**src/rtl/dma_evt_pkg.sv**
```systemverilog
package dma_evt_pkg;

  // Byte offsets inside the channel window
  localparam int CFG_OFS = 'h00;
  localparam int CNT_OFS = 'h18;

  // Count register field positions (software depends on these)
  localparam int DONE_LSB = 0;
  localparam int ACT_BIT  = 8;
  localparam int PROC_LSB = 16;

  // Configuration register bit positions
  localparam int CFG_LVL_BIT  = 28;
  localparam int CFG_IEN_BIT  = 29;
  localparam int CFG_LIEN_BIT = 31;

  typedef struct packed {
    logic cfgWr;
    logic cntWr;
    logic ackClr;
    logic evt;
  } evtStrobe_t;

  typedef enum logic [1:0] {
    RD_NONE = 2'd0,
    RD_CFG  = 2'd1,
    RD_CNT  = 2'd2
  } rdSel_e;

endpackage

```
**src/rtl/dma_evt_ctrl.sv**
```systemverilog
module dma_evt_ctrl
  import dma_evt_pkg::*;
#(
  parameter int ADDR_W = 8
) (
  input  logic              clk,
  input  logic              rstN,
  input  logic [ADDR_W-1:0] regAddr,
  input  logic              regWrEn,
  input  logic              ackBit,
  input  logic              evtPulse,
  input  logic              actFlag,
  input  logic              cfgIen,
  input  logic              cfgLien,
  input  logic              cfgLvl,
  output evtStrobe_t        strb,
  output rdSel_e            rdSel,
  output logic              irqOut
);

  localparam logic [ADDR_W-1:0] CfgAddr = ADDR_W'(CFG_OFS);
  localparam logic [ADDR_W-1:0] CntAddr = ADDR_W'(CNT_OFS);

  logic hitCfg;
  logic hitCnt;
  logic irqEn;
  logic pulseQ;

  assign hitCfg = (regAddr == CfgAddr);
  assign hitCnt = (regAddr == CntAddr);

  always_comb begin
    strb.cfgWr  = regWrEn & hitCfg;
    strb.cntWr  = regWrEn & hitCnt;
    strb.ackClr = regWrEn & hitCnt & ~ackBit;
    strb.evt    = evtPulse;
  end

  always_comb begin
    if (hitCnt)      rdSel = RD_CNT;
    else if (hitCfg) rdSel = RD_CFG;
    else             rdSel = RD_NONE;
  end

  assign irqEn = cfgIen & cfgLien;

  // Pulse mode: one cycle per event taken while enabled
  always_ff @(posedge clk) begin
    if (!rstN) pulseQ <= 1'b0;
    else       pulseQ <= evtPulse & irqEn;
  end

  assign irqOut = cfgLvl ? (actFlag & irqEn) : pulseQ;

  // a level interrupt never stands without the active flag
  a_r8_level_needs_flag: assert property (@(posedge clk) disable iff (!rstN)
    (cfgLvl && !actFlag) |-> !irqOut);

  // a pulse interrupt only ever follows an event
  a_r9_pulse_after_event: assert property (@(posedge clk) disable iff (!rstN)
    (!cfgLvl && irqOut) |-> $past(evtPulse));

endmodule

```
**src/rtl/dma_evt_datapath.sv**
```systemverilog
module dma_evt_datapath
  import dma_evt_pkg::*;
#(
  parameter int DATA_W = 32,
  parameter int CNT_W  = 6
) (
  input  logic              clk,
  input  logic              rstN,
  input  evtStrobe_t        strb,
  input  rdSel_e            rdSel,
  input  logic [DATA_W-1:0] wrData,
  output logic [DATA_W-1:0] rdData,
  output logic              actFlag,
  output logic              cfgIen,
  output logic              cfgLien,
  output logic              cfgLvl
);

  logic [CNT_W-1:0] doneCnt;
  logic [CNT_W-1:0] procCnt;
  logic             unusedWrBits;

  assign unusedWrBits = ^wrData;

  // Configuration bits
  always_ff @(posedge clk) begin
    if (!rstN) begin
      cfgIen  <= 1'b0;
      cfgLien <= 1'b0;
      cfgLvl  <= 1'b0;
    end else if (strb.cfgWr) begin
      cfgIen  <= wrData[CFG_IEN_BIT];
      cfgLien <= wrData[CFG_LIEN_BIT];
      cfgLvl  <= wrData[CFG_LVL_BIT];
    end
  end

  // Done count: hardware only, never touched by software writes
  always_ff @(posedge clk) begin
    if (!rstN)         doneCnt <= '0;
    else if (strb.evt) doneCnt <= doneCnt + CNT_W'(1);
  end

  // Processed count: software only
  always_ff @(posedge clk) begin
    if (!rstN)           procCnt <= '0;
    else if (strb.cntWr) procCnt <= wrData[PROC_LSB +: CNT_W];
  end

  // Active flag: an event wins over a clear in the same cycle
  always_ff @(posedge clk) begin
    if (!rstN)            actFlag <= 1'b0;
    else if (strb.evt)    actFlag <= 1'b1;
    else if (strb.ackClr) actFlag <= 1'b0;
  end

  always_comb begin
    rdData = '0;
    unique case (rdSel)
      RD_CNT: begin
        rdData[DONE_LSB +: CNT_W] = doneCnt;
        rdData[PROC_LSB +: CNT_W] = procCnt;
        rdData[ACT_BIT]           = actFlag;
      end
      RD_CFG: begin
        rdData[CFG_IEN_BIT]  = cfgIen;
        rdData[CFG_LIEN_BIT] = cfgLien;
        rdData[CFG_LVL_BIT]  = cfgLvl;
      end
      default: rdData = '0;
    endcase
  end

  // each event advances the done count by exactly one
  a_r2_done_step: assert property (@(posedge clk) disable iff (!rstN)
    strb.evt |=> (doneCnt == CNT_W'($past(doneCnt) + CNT_W'(1))));

  // without an event the done count holds, whatever software writes
  a_r3_done_hold: assert property (@(posedge clk) disable iff (!rstN)
    !strb.evt |=> $stable(doneCnt));

  // the processed count moves only on a count-register write
  a_r4_proc_hold: assert property (@(posedge clk) disable iff (!rstN)
    !strb.cntWr |=> $stable(procCnt));

  // the flag is set after every event, even against a clear
  a_r6_event_sets_flag: assert property (@(posedge clk) disable iff (!rstN)
    strb.evt |=> actFlag);

endmodule

```
**src/rtl/dma_evt_irq.sv**
```systemverilog
module dma_evt_irq
  import dma_evt_pkg::*;
#(
  parameter int ADDR_W = 8,
  parameter int DATA_W = 32,
  parameter int CNT_W  = 6
) (
  input  logic              clk,
  input  logic              rstN,
  input  logic [ADDR_W-1:0] regAddr,
  input  logic              regWrEn,
  input  logic [DATA_W-1:0] regWrData,
  output logic [DATA_W-1:0] regRdData,
  input  logic              evtPulse,
  output logic              irqOut
);

  evtStrobe_t strb;
  rdSel_e     rdSel;
  logic       actFlag;
  logic       cfgIen;
  logic       cfgLien;
  logic       cfgLvl;

  dma_evt_ctrl #(.ADDR_W(ADDR_W)) ctrl_i (
    .clk      (clk),
    .rstN     (rstN),
    .regAddr  (regAddr),
    .regWrEn  (regWrEn),
    .ackBit   (regWrData[ACT_BIT]),
    .evtPulse (evtPulse),
    .actFlag  (actFlag),
    .cfgIen   (cfgIen),
    .cfgLien  (cfgLien),
    .cfgLvl   (cfgLvl),
    .strb     (strb),
    .rdSel    (rdSel),
    .irqOut   (irqOut)
  );

  dma_evt_datapath #(.DATA_W(DATA_W), .CNT_W(CNT_W)) dp_i (
    .clk     (clk),
    .rstN    (rstN),
    .strb    (strb),
    .rdSel   (rdSel),
    .wrData  (regWrData),
    .rdData  (regRdData),
    .actFlag (actFlag),
    .cfgIen  (cfgIen),
    .cfgLien (cfgLien),
    .cfgLvl  (cfgLvl)
  );

endmodule

```
**config.mk**
```make
export PLATFORM = sky130hd
export DESIGN_NAME = dma_evt_irq
export DESIGN_NICKNAME = d
export VERILOG_FILES = /design/src/rtl/dma_evt_pkg.sv /design/src/rtl/dma_evt_ctrl.sv /design/src/rtl/dma_evt_datapath.sv /design/src/rtl/dma_evt_irq.sv
export SDC_FILE = /design/constraint.sdc
export NUM_CORES = 1
export LEC_CHECK = 0
export ABC_AREA = 1
export BUFFER_PORTS_ARGS = -buffer_cell sky130_fd_sc_hd__buf_2
export CORE_MARGIN = 1
export CORE_UTILIZATION = 43
export DETAILED_ROUTE_END_ITERATION = 10
export PLACE_DENSITY = 0.89
export SLEW_MARGIN = 20
export SYNTH_ARGS = -nofsm -noshare
export SYNTH_HDL_FRONTEND = slang
export SYNTH_SLANG_ARGS = --single-unit
```
**constraint.sdc**
```tcl
create_clock -name clk -period 1.5 [get_ports clk]
set_input_delay 0 -clock clk [delete_from_list [all_inputs] [get_ports clk]]
set_output_delay 0 -clock clk [all_outputs]
set_load 0.02 [all_outputs]
```
# After elaboration in Yosys (flattened, before gate mapping)
# Cells that the tools add are included.
# op_classes
n_addsub,1
n_eq_ne,3
muxes,10
bitwise_logic,7
n_reduce_logical,2
# ops
operator,count
two-way mux 6 bit,2
"equality test 8 x 5 -> 1 bit, second input constant",1
logical NOT 8 bit,1
"adder 6 x 1 -> 6 bit, second input constant",1
bitwise AND 1 bit,6
two-way mux 1 bit,6
two-way mux 2 bit,2
"equality test 2 x 1 -> 1 bit, second input constant",1
"equality test 2 bit, second input constant",1
nonzero test 2 bit,1
NOT 1 bit,1
# word_totals
register_bits,17
input_bits,44
word_cells,30

# Longest topological paths before layout
# Gate-level depths: netlist of run 1.
# depth
depth_word,5
depth_mapped,8

# Modules after synthesis
# From an unflattened synthesis of run 1, not the netlist that was laid out.
# hier_totals
cells_unflattened,154
hier_area_um2,1018.5
# by_module_without_submodules
mod,instances,cells_per_inst,area_per_inst_um2,seq_area_each_um2
dma_evt_datapath,1,121,843.3,320.3
dma_evt_ctrl,1,33,175.2,20.0

# Worst setup path after synthesis of run 1
# Ideal clock, no wire load.
# synth_path
path_kind,register -> register
start,register dp_i.doneCnt[2]
end,register dp_i.doneCnt[5]
setup_ns,0.117
arrival_ns,0.834
setup_slack_ns,0.550
stages_incl_launch_ff,6
path_buffers,0
synth_period_minus_slack_ns,0.950
path_cell_list,dfxtp_1 -> nand2_1 -> nor2_1 -> nand3_1 -> o21ai_0 -> nor2_1
# synth_between
elab_chain_cells,1
# synth_rtl
item,line,rtl
"start, declared",dma_evt_datapath.sv:19,logic [CNT_W-1:0] doneCnt;
"start signal, assigned",dma_evt_datapath.sv:41,else if (strb.evt) doneCnt <= doneCnt + CNT_W'(1);
adder 6 x 1 -> 6 bit,dma_evt_datapath.sv:41,
# Every way passes these cells.
# A chain may end at the register's enable or synchronous reset.

# Worst setup path in the final report of run 1
# layout_path
start,register dp_i.cfgLien
end,output irqOut
# layout_between
elab_chain_cells,3
# layout_rtl
item,line,rtl
"start, declared",dma_evt_datapath.sv:15,"output logic cfgLien,"
"start signal, assigned",dma_evt_datapath.sv:33,cfgLien <= wrData[CFG_LIEN_BIT];
bitwise AND 1 bit,dma_evt_ctrl.sv:45,assign irqEn = cfgIen & cfgLien;
bitwise AND 1 bit,dma_evt_ctrl.sv:53,assign irqOut = cfgLvl ? (actFlag & irqEn) : pulseQ;
two-way mux 1 bit,dma_evt_ctrl.sv:53,
"end, declared",dma_evt_irq.sv:15,output logic irqOut
# Every way passes these cells.

==> impl_results.md, run 1 <==
- Die Height: 51.1 um
- Crit path kind: flop to output port
- Global-route wire length before repair: roughly 3.3 mm
- Root buffer cell: clkbuf_4
- All-Layer GR Usage: roughly 17%
- DRC violations left: 0
- # clock sinks: 17
- Ordered list of cells on the worst path: nand2_1 -> o31ai_1 -> buf_2
- Layout cells sized above 1: 23.1%
- Seq/Total Area, Yosys: roughly 33%
- FF-to-FF path depth: 5
- Clock transition at the registers of the reported paths: 0.10 ns
- Row cnt: 17
- Crit-path max FO: 3
- Max Freq: 0.889 GHz
- WP depth: 3
- Share of the synthesized area in the top cell type: between 30% and 40%
- Family with the most delay on the worst path: flip-flops
- Htree depth: 1
- R2R setup slack: 0.45 ns
- Cell Pwr Density: 690 mW/mm2
- Avg Cell Area, Syn: 6.41 um2
- Starting Density: 46.1%
- Synth area leaders: dfxtp_1 33%, buf_4 12%, inv_1 11%
- Data required time of the worst path: roughly 1.5 ns
- Pre-antenna DRT Iters: 4
- CP startpoint kind: flop
- Later-pin clock latency in the skew report: around 0.29 ns
- Die width: 51.1 um
- Post-DP HPWL: 1.42 mm
- Setup TNS Final: 0 ns
- Initial antenna violation count: 0
- Fin crit share: 75.0%
- Routed wire length: 1.90 mm
- Hold WC Path Type: input port to flop
- Period minus WS final: ~1.1 ns
- Mapped Area: 0.00104 mm2
- Yosys cell types: 21
- RR Startpoint: dp_i.doneCnt[2]$_SDFFE_PN0P_
- Critical path arrival: 1.12 ns
- Status: finished, final reports clean
- Buf/Inv on CP: 1
- Die Area: 0.00262 mm2
- Worst setup path startpoint: dp_i.cfgLien$_SDFFE_PN0P_
- RSZ-0062 raised after global routing: false
- Placeable Area: 0.00225 mm2
- Final ANT Viol Nets: 0
- Setup violations, final: 0
- Yosys reg bits: 17
- Critical Path End: irqOut
- Yosys warns: 0
- Final Power: 0.000827 W
- Vias per inst: 4.44
- Peak supply drop: 0.413 mV
- Slowest CP cell: dfxtp_1
- Number of global-route vias before repair: 842
- CP Capture Type: output port
- N_diodes: 0
- Final global-route overflow total: 0
- Max incr delay on CP: 0.37 ns
- Initial DRC count: 15
- Max-Cap Viols: 0
- Final Skew: 0.00154 ns
- Area Overhead vs Synth: 15.4%
- Largest net degree at the start of global routing: 20
- Layout Nets: 245
- Gpl congestion: 0.737
- DR WL/cell: 8.37 um
- Most frequent cells in the layout: 38 x buf_2, 31 x inv_1, 31 x nor2_1, 21 x nand2_1, 17 x dfxtp_1
- P_leak: 0.609 nW
- Hold depth: 4
- Yosys top cell by area: dfxtp_1
- Top Ports: 77
- Final hold vios: 0
- CTS Buf Count: 3
- CTS tree: built
- Max-slew violations: 0
- Post-Syn Instances: 162
- Port-buffer cells: 38
- Commonest non-fill, non-tap cell in the layout: buf_2
- Clock Tree Buf Depth: 2
- Vias post-DR: 1,007
- R2r endpoint: dp_i.doneCnt[5]$_SDFFE_PN0P_
metrics by stage:
step                      util, %  hold slack (ns)  setup WS, ns  instances  area (um2)
final                        53.2          0.00934         0.375        227        1200
after global routing         53.2           0.0410         0.220        227        1200
after CTS                    53.2          0.00553         0.366        227        1200
after detailed placement     51.6            0.300         0.404        222        1160
after global placement       51.6            0.292         0.405        222        1160
after floorplan                 -            0.123         0.550        177        1090
power breakdown:
part	internal (W)	switching, W	total, W
combinational	0.0000373	0.0000826	0.000120
sequential	0.000459	0.00000573	0.000465
clock	0.000104	0.000139	0.000242
total	0.000600	0.000227	0.000827
how the worst min path moves through the flow:
stage	startpoint	endpoint	slack [ns]
6_report	regWrData[8]	dp_i.actFlag$_SDFFE_PN0P_	0.009
3_5_place_dp	evtPulse	ctrl_i.pulseQ$_SDFF_PN0_	0.30
3_3_place_gp	regWrData[8]	dp_i.actFlag$_SDFFE_PN0P_	0.29
4_1_cts	regWrData[8]	dp_i.actFlag$_SDFFE_PN0P_	0.006
2_1_floorplan	rstN	dp_i.doneCnt[0]$_SDFFE_PN0P_	0.12
5_1_grt	regWrData[8]	dp_i.actFlag$_SDFFE_PN0P_	0.04
worst register-to-register path, cell delays in order (launching register included):
cell	delay, ns
dfxtp_1	0.38
nand2_1	0.07
nor2_1	0.23
nand3_1	0.10
o21ai_0	0.15
nor2_1	0.05
cell type report:
| type | count | area, um2 |
|---|---|---|
| repair buffers | 39 | 200 |
| fillers | 248 | 1060 |
| multi-input cells | 107 | 477 |
| well taps | 28 | 35.0 |
| inverters | 32 | 120 |
| flip-flops and latches | 17 | 340 |
| clock buffers | 4 | 26.3 |
synth_stat cells:
master / number
nor2_2: 2
o21ai_0: 2
buf_4: 16
conb_1: 1
nor3_1: 3
nand2_1: 21
nor2_1: 31
inv_2: 1
a21oi_1: 14
o21a_1: 1
ha_1: 1
nand3_1: 11
inv_1: 31
dfxtp_1: 17
buf_6: 2
o31ai_1: 1
nor2_4: 1
nand2_2: 1
buf_2: 3
a31oi_1: 1
nand3b_1: 1
cells by family (layout without fill, tap and decap cells):
| family | after synthesis | in the layout | share of synthesized area, % |
|---|---|---|---|
| other | 1 | 16 | 0.361 |
| adders and majority gates | 1 | 1 | 1.20 |
| buffers and inverters | 53 | 75 | 26.7 |
| DFF | 17 | 17 | 32.8 |
| and+or+nand+nor | 71 | 71 | 29.2 |
| AOI/OAI and AO/OA | 19 | 19 | 9.76 |
state kept, by name, indices dropped and copies added, names as in the netlist:
name           cells
dp_i.cfgLien       1
dp_i.doneCnt       6
dp_i.cfgIen        1
ctrl_i.pulseQ      1
dp_i.actFlag       1
dp_i.procCnt       6
dp_i.cfgLvl        1
layer usage:
layer  GRT usage (%)  share of wire [%]  vias up
met4            6.94                2.0        0
met5               0                  0        -
li1                -                  -      530
met1            20.0                 47      434
met3            3.57                6.1        5
met2            29.4                 45       38
what timing repair did:
| item | CTS | global route |
|---|---|---|
| gates resized for setup | 0 | 0 |
| hold endpoints to repair | 2 | 0 |
| setup buffers | 0 | 0 |
| hold buffers | 1 | 0 |
No activity file was read; power rests on OpenSTA's default activity.
==> run 2, diff against run 1 <==
Settings changed: ABC_AREA 1 to 0, CORE_UTILIZATION 43 to 35, PLACE_DENSITY 0.89 to 0.8.
Clock period 1.5 ns to 0.9 ns, I/O delays scaled along.
==> impl_results.md, run 2 <==
- Setup violations, final: 32
- Final Worst Setup Slack: -0.482 ns
- EDFF count, synth: 0
- Row cnt: 18
- Area Overhead vs Synth: 66.7%
- Most common library cells after synthesis: 21 x nand2_1, 17 x dfxtp_1, 16 x and2_1, 16 x buf_4, 10 x mux2i_1
- Final hold vios: 0
- Final core utilization: 63.3%
- Final global-route overflow total: 0
- Die width: 54.5 um
- Post-Syn Instances: roughly 120
- # clock sinks: 17
- Vias per inst: 4.49
- Max-slew violations: 0
- Fin crit share: 154%
- Max Freq: 0.724 GHz
- Critical path arrival: 1.38 ns
- Status: finished with violations
- Placeable Area: 0.00254 mm2
- Most frequent cells in the layout: 23 x buf_6, 20 x nand2_1, 20 x buf_2, 16 x conb_1, 13 x and2_4
- Yosys reg bits: 17
- Top Ports: 77
- Period minus WS final: ~1.4 ns
- CTS Buf Count: 3
- Htree depth: 1
- Yosys warns: 0
- N_diodes: 0
- Clock transition at the registers of the reported paths: 0.09 ns
- Data required time of the worst path: 0.90 ns
- Final Skew: between 0.007 and 0.008 ns
- Async SR Flop Fraction: 0%
- Post-synth top flop: dfxtp_1
- Final ANT Viol Nets: 0
- Number of global-route vias before repair: 797
- Cell Pwr Density: just over 900 mW/mm2
- Initial antenna violation count: 0
- Final Power: 0.00146 W
- Hold depth: 3
- Crit path kind: input port to output port
- Seq/Total Area, Yosys: 35.2%
- Post-DP HPWL: roughly 1.5 mm
- RSZ-0062 raised after global routing: true
- Crit-path max FO: 6
- Pre-antenna DRT Iters: 4
- Initial DRC count: 10
- Hold EP: dp_i.actFlag$_SDFFE_PN0P_
- Share of the synthesized area in the top cell type: around a third
- Gpl congestion: 0.702
- Starting Density: a little under two fifths
- Peak supply drop: 0.715 mV
- P_leak: ~0.74 nW
- Die Area: 0.00297 mm2
- Failing checks: setup timing
- Most frequent cell after synthesis: nand2_1
- Yosys cell types: 22
- All-Layer GR Usage: between 15 and 20%
- Global-route wire length before repair: 3.51 mm
- Clock Tree Buf Depth: 2
- R2r endpoint: dp_i.doneCnt[5]$_SDFFE_PN0P_
- Avg Cell Area, Syn: 8.33 um2
- Worst hold slack: slightly above 0.05 ns
- DR WL/cell: around 11 um
- Top Registers: dp_i.doneCnt x6, dp_i.procCnt x6
- Later-pin clock latency in the skew report: about 0.28 ns
- Routed wire length: about 2.3 mm
- CP startpoint kind: input port
- Layout Nets: around 230
- Root buffer cell: clkbuf_4
- Die Height: 54.5 um
- Yosys top cell by area: dfxtp_1
- Largest net degree at the start of global routing: 14
- Layout cells sized above 1: 49.2%
- RR Startpoint: dp_i.doneCnt[1]$_SDFFE_PN0P_
- Vias post-DR: 948
- Hold WC Path Type: input port to flop
- Mapped Area: 966 um2
- Commonest non-fill, non-tap cell in the layout: buf_6
- CTS tree: built
- R2R setup slack: -0.13 ns
- HP Start: rstN
- CP Capture Type: output port
- Synth area leaders: dfxtp_1 35%, buf_4 12%, and2_1 10%
- FF-to-FF path depth: 3
- DRC violations left: 0
- Port-buffer cells: 38
- Max-Cap Viols: 0
## run 2: cell count changes in the layout (fill, tap and decap cells not counted), sizes merged, moves of 3 or more
cell         change
nor2            -26
inv             -29
a21oi           -12
buf             +18
dlygate4sd3      +9
nand4            +3
xor2             +3
nand3           -11
and2            +16
mux2i           +10
## run 2: worst max path at each step
stage                          start                            to  slack, ns  cells after the start
after CTS                 regAddr[7]                 regRdData[31]      -0.45                      8
after global routing      regAddr[7]                 regRdData[19]      -0.53                      6
final                     regAddr[7]                  regRdData[2]      -0.48                      6
after floorplan           regAddr[7]  dp_i.procCnt[0]$_SDFFE_PN0P_      -0.45                      3
after global placement    regAddr[7]                  regRdData[8]      -0.49                      6
after detailed placement  regAddr[7]                  regRdData[0]      -0.51                      6
## run 2: power breakdown
part / leakage [nW] / internal, W / switching [W]
Combinational: 0.580 / 0.000132 / 0.000149
Sequential: 0.141 / 0.000767 / 0.0000146
Clock: 0.0150 / 0.000172 / 0.000224
## run 2: metal layers
layer  global-route usage (%)  vias to the layer above  wire, um  part of all wire (%)
met4                     5.13                        0         0                     0
met2                     28.3                       35      1220                    52
met3                     1.94                        0       137                   5.8
met5                        0                        -         0                     0
met1                     21.3                      437       982                    42
li1                         -                      476         -                     -
## run 2: critical path, stage by stage
cell    delay [ns]
buf_6         0.09
or4_4         0.55
nor4_4        0.28
buf_4         0.20
and2_2        0.15
buf_6         0.11
## run 2: what timing repair did
| item | CTS | global route |
|---|---|---|
| endpoints found under the hold margin | 10 | 0 |
| gates cloned | 0 | 1 |
| gates resized for setup | 47 | 16 |
| hold buffers | 10 | 0 |
| setup endpoints to repair | 29 | 31 |
| pin swaps | 7 | 12 |
| setup buffers | 4 | 1 |
## run 2: logic make-up after synthesis
logic type,count (synthesis),share of synthesized area [%]
and+or+nand+nor,55,31.3
buffers and inverters,23,15.2
DFF,17,35.2
muxes,10,10.4
AOI/OAI and AO/OA,5,2.59
xor gates and xnor gates,4,3.63
adders and majority gates,1,1.30
other,1,0.388
## run 2: through the flow
step,area [um2],TNS [ns],cells,worst slack [ns]
6_report,1610,-11.27,211,-0.482
5_1_grt,1610,-12.74,211,-0.529
4_1_cts,1560,-10.94,209,-0.448
3_5_place_dp,1260,-12.74,191,-0.512
3_3_place_gp,1260,-12.40,191,-0.494
2_1_floorplan,1070,-8.99,131,-0.455
## run 2: final cells by class
class	instances	area, um2
well taps	30	37.5
repair buffers	66	569
inverters	3	11.3
fillers	218	935
flip-flops and latches	17	352
clock buffers	4	26.3
multi-input cells	91	614
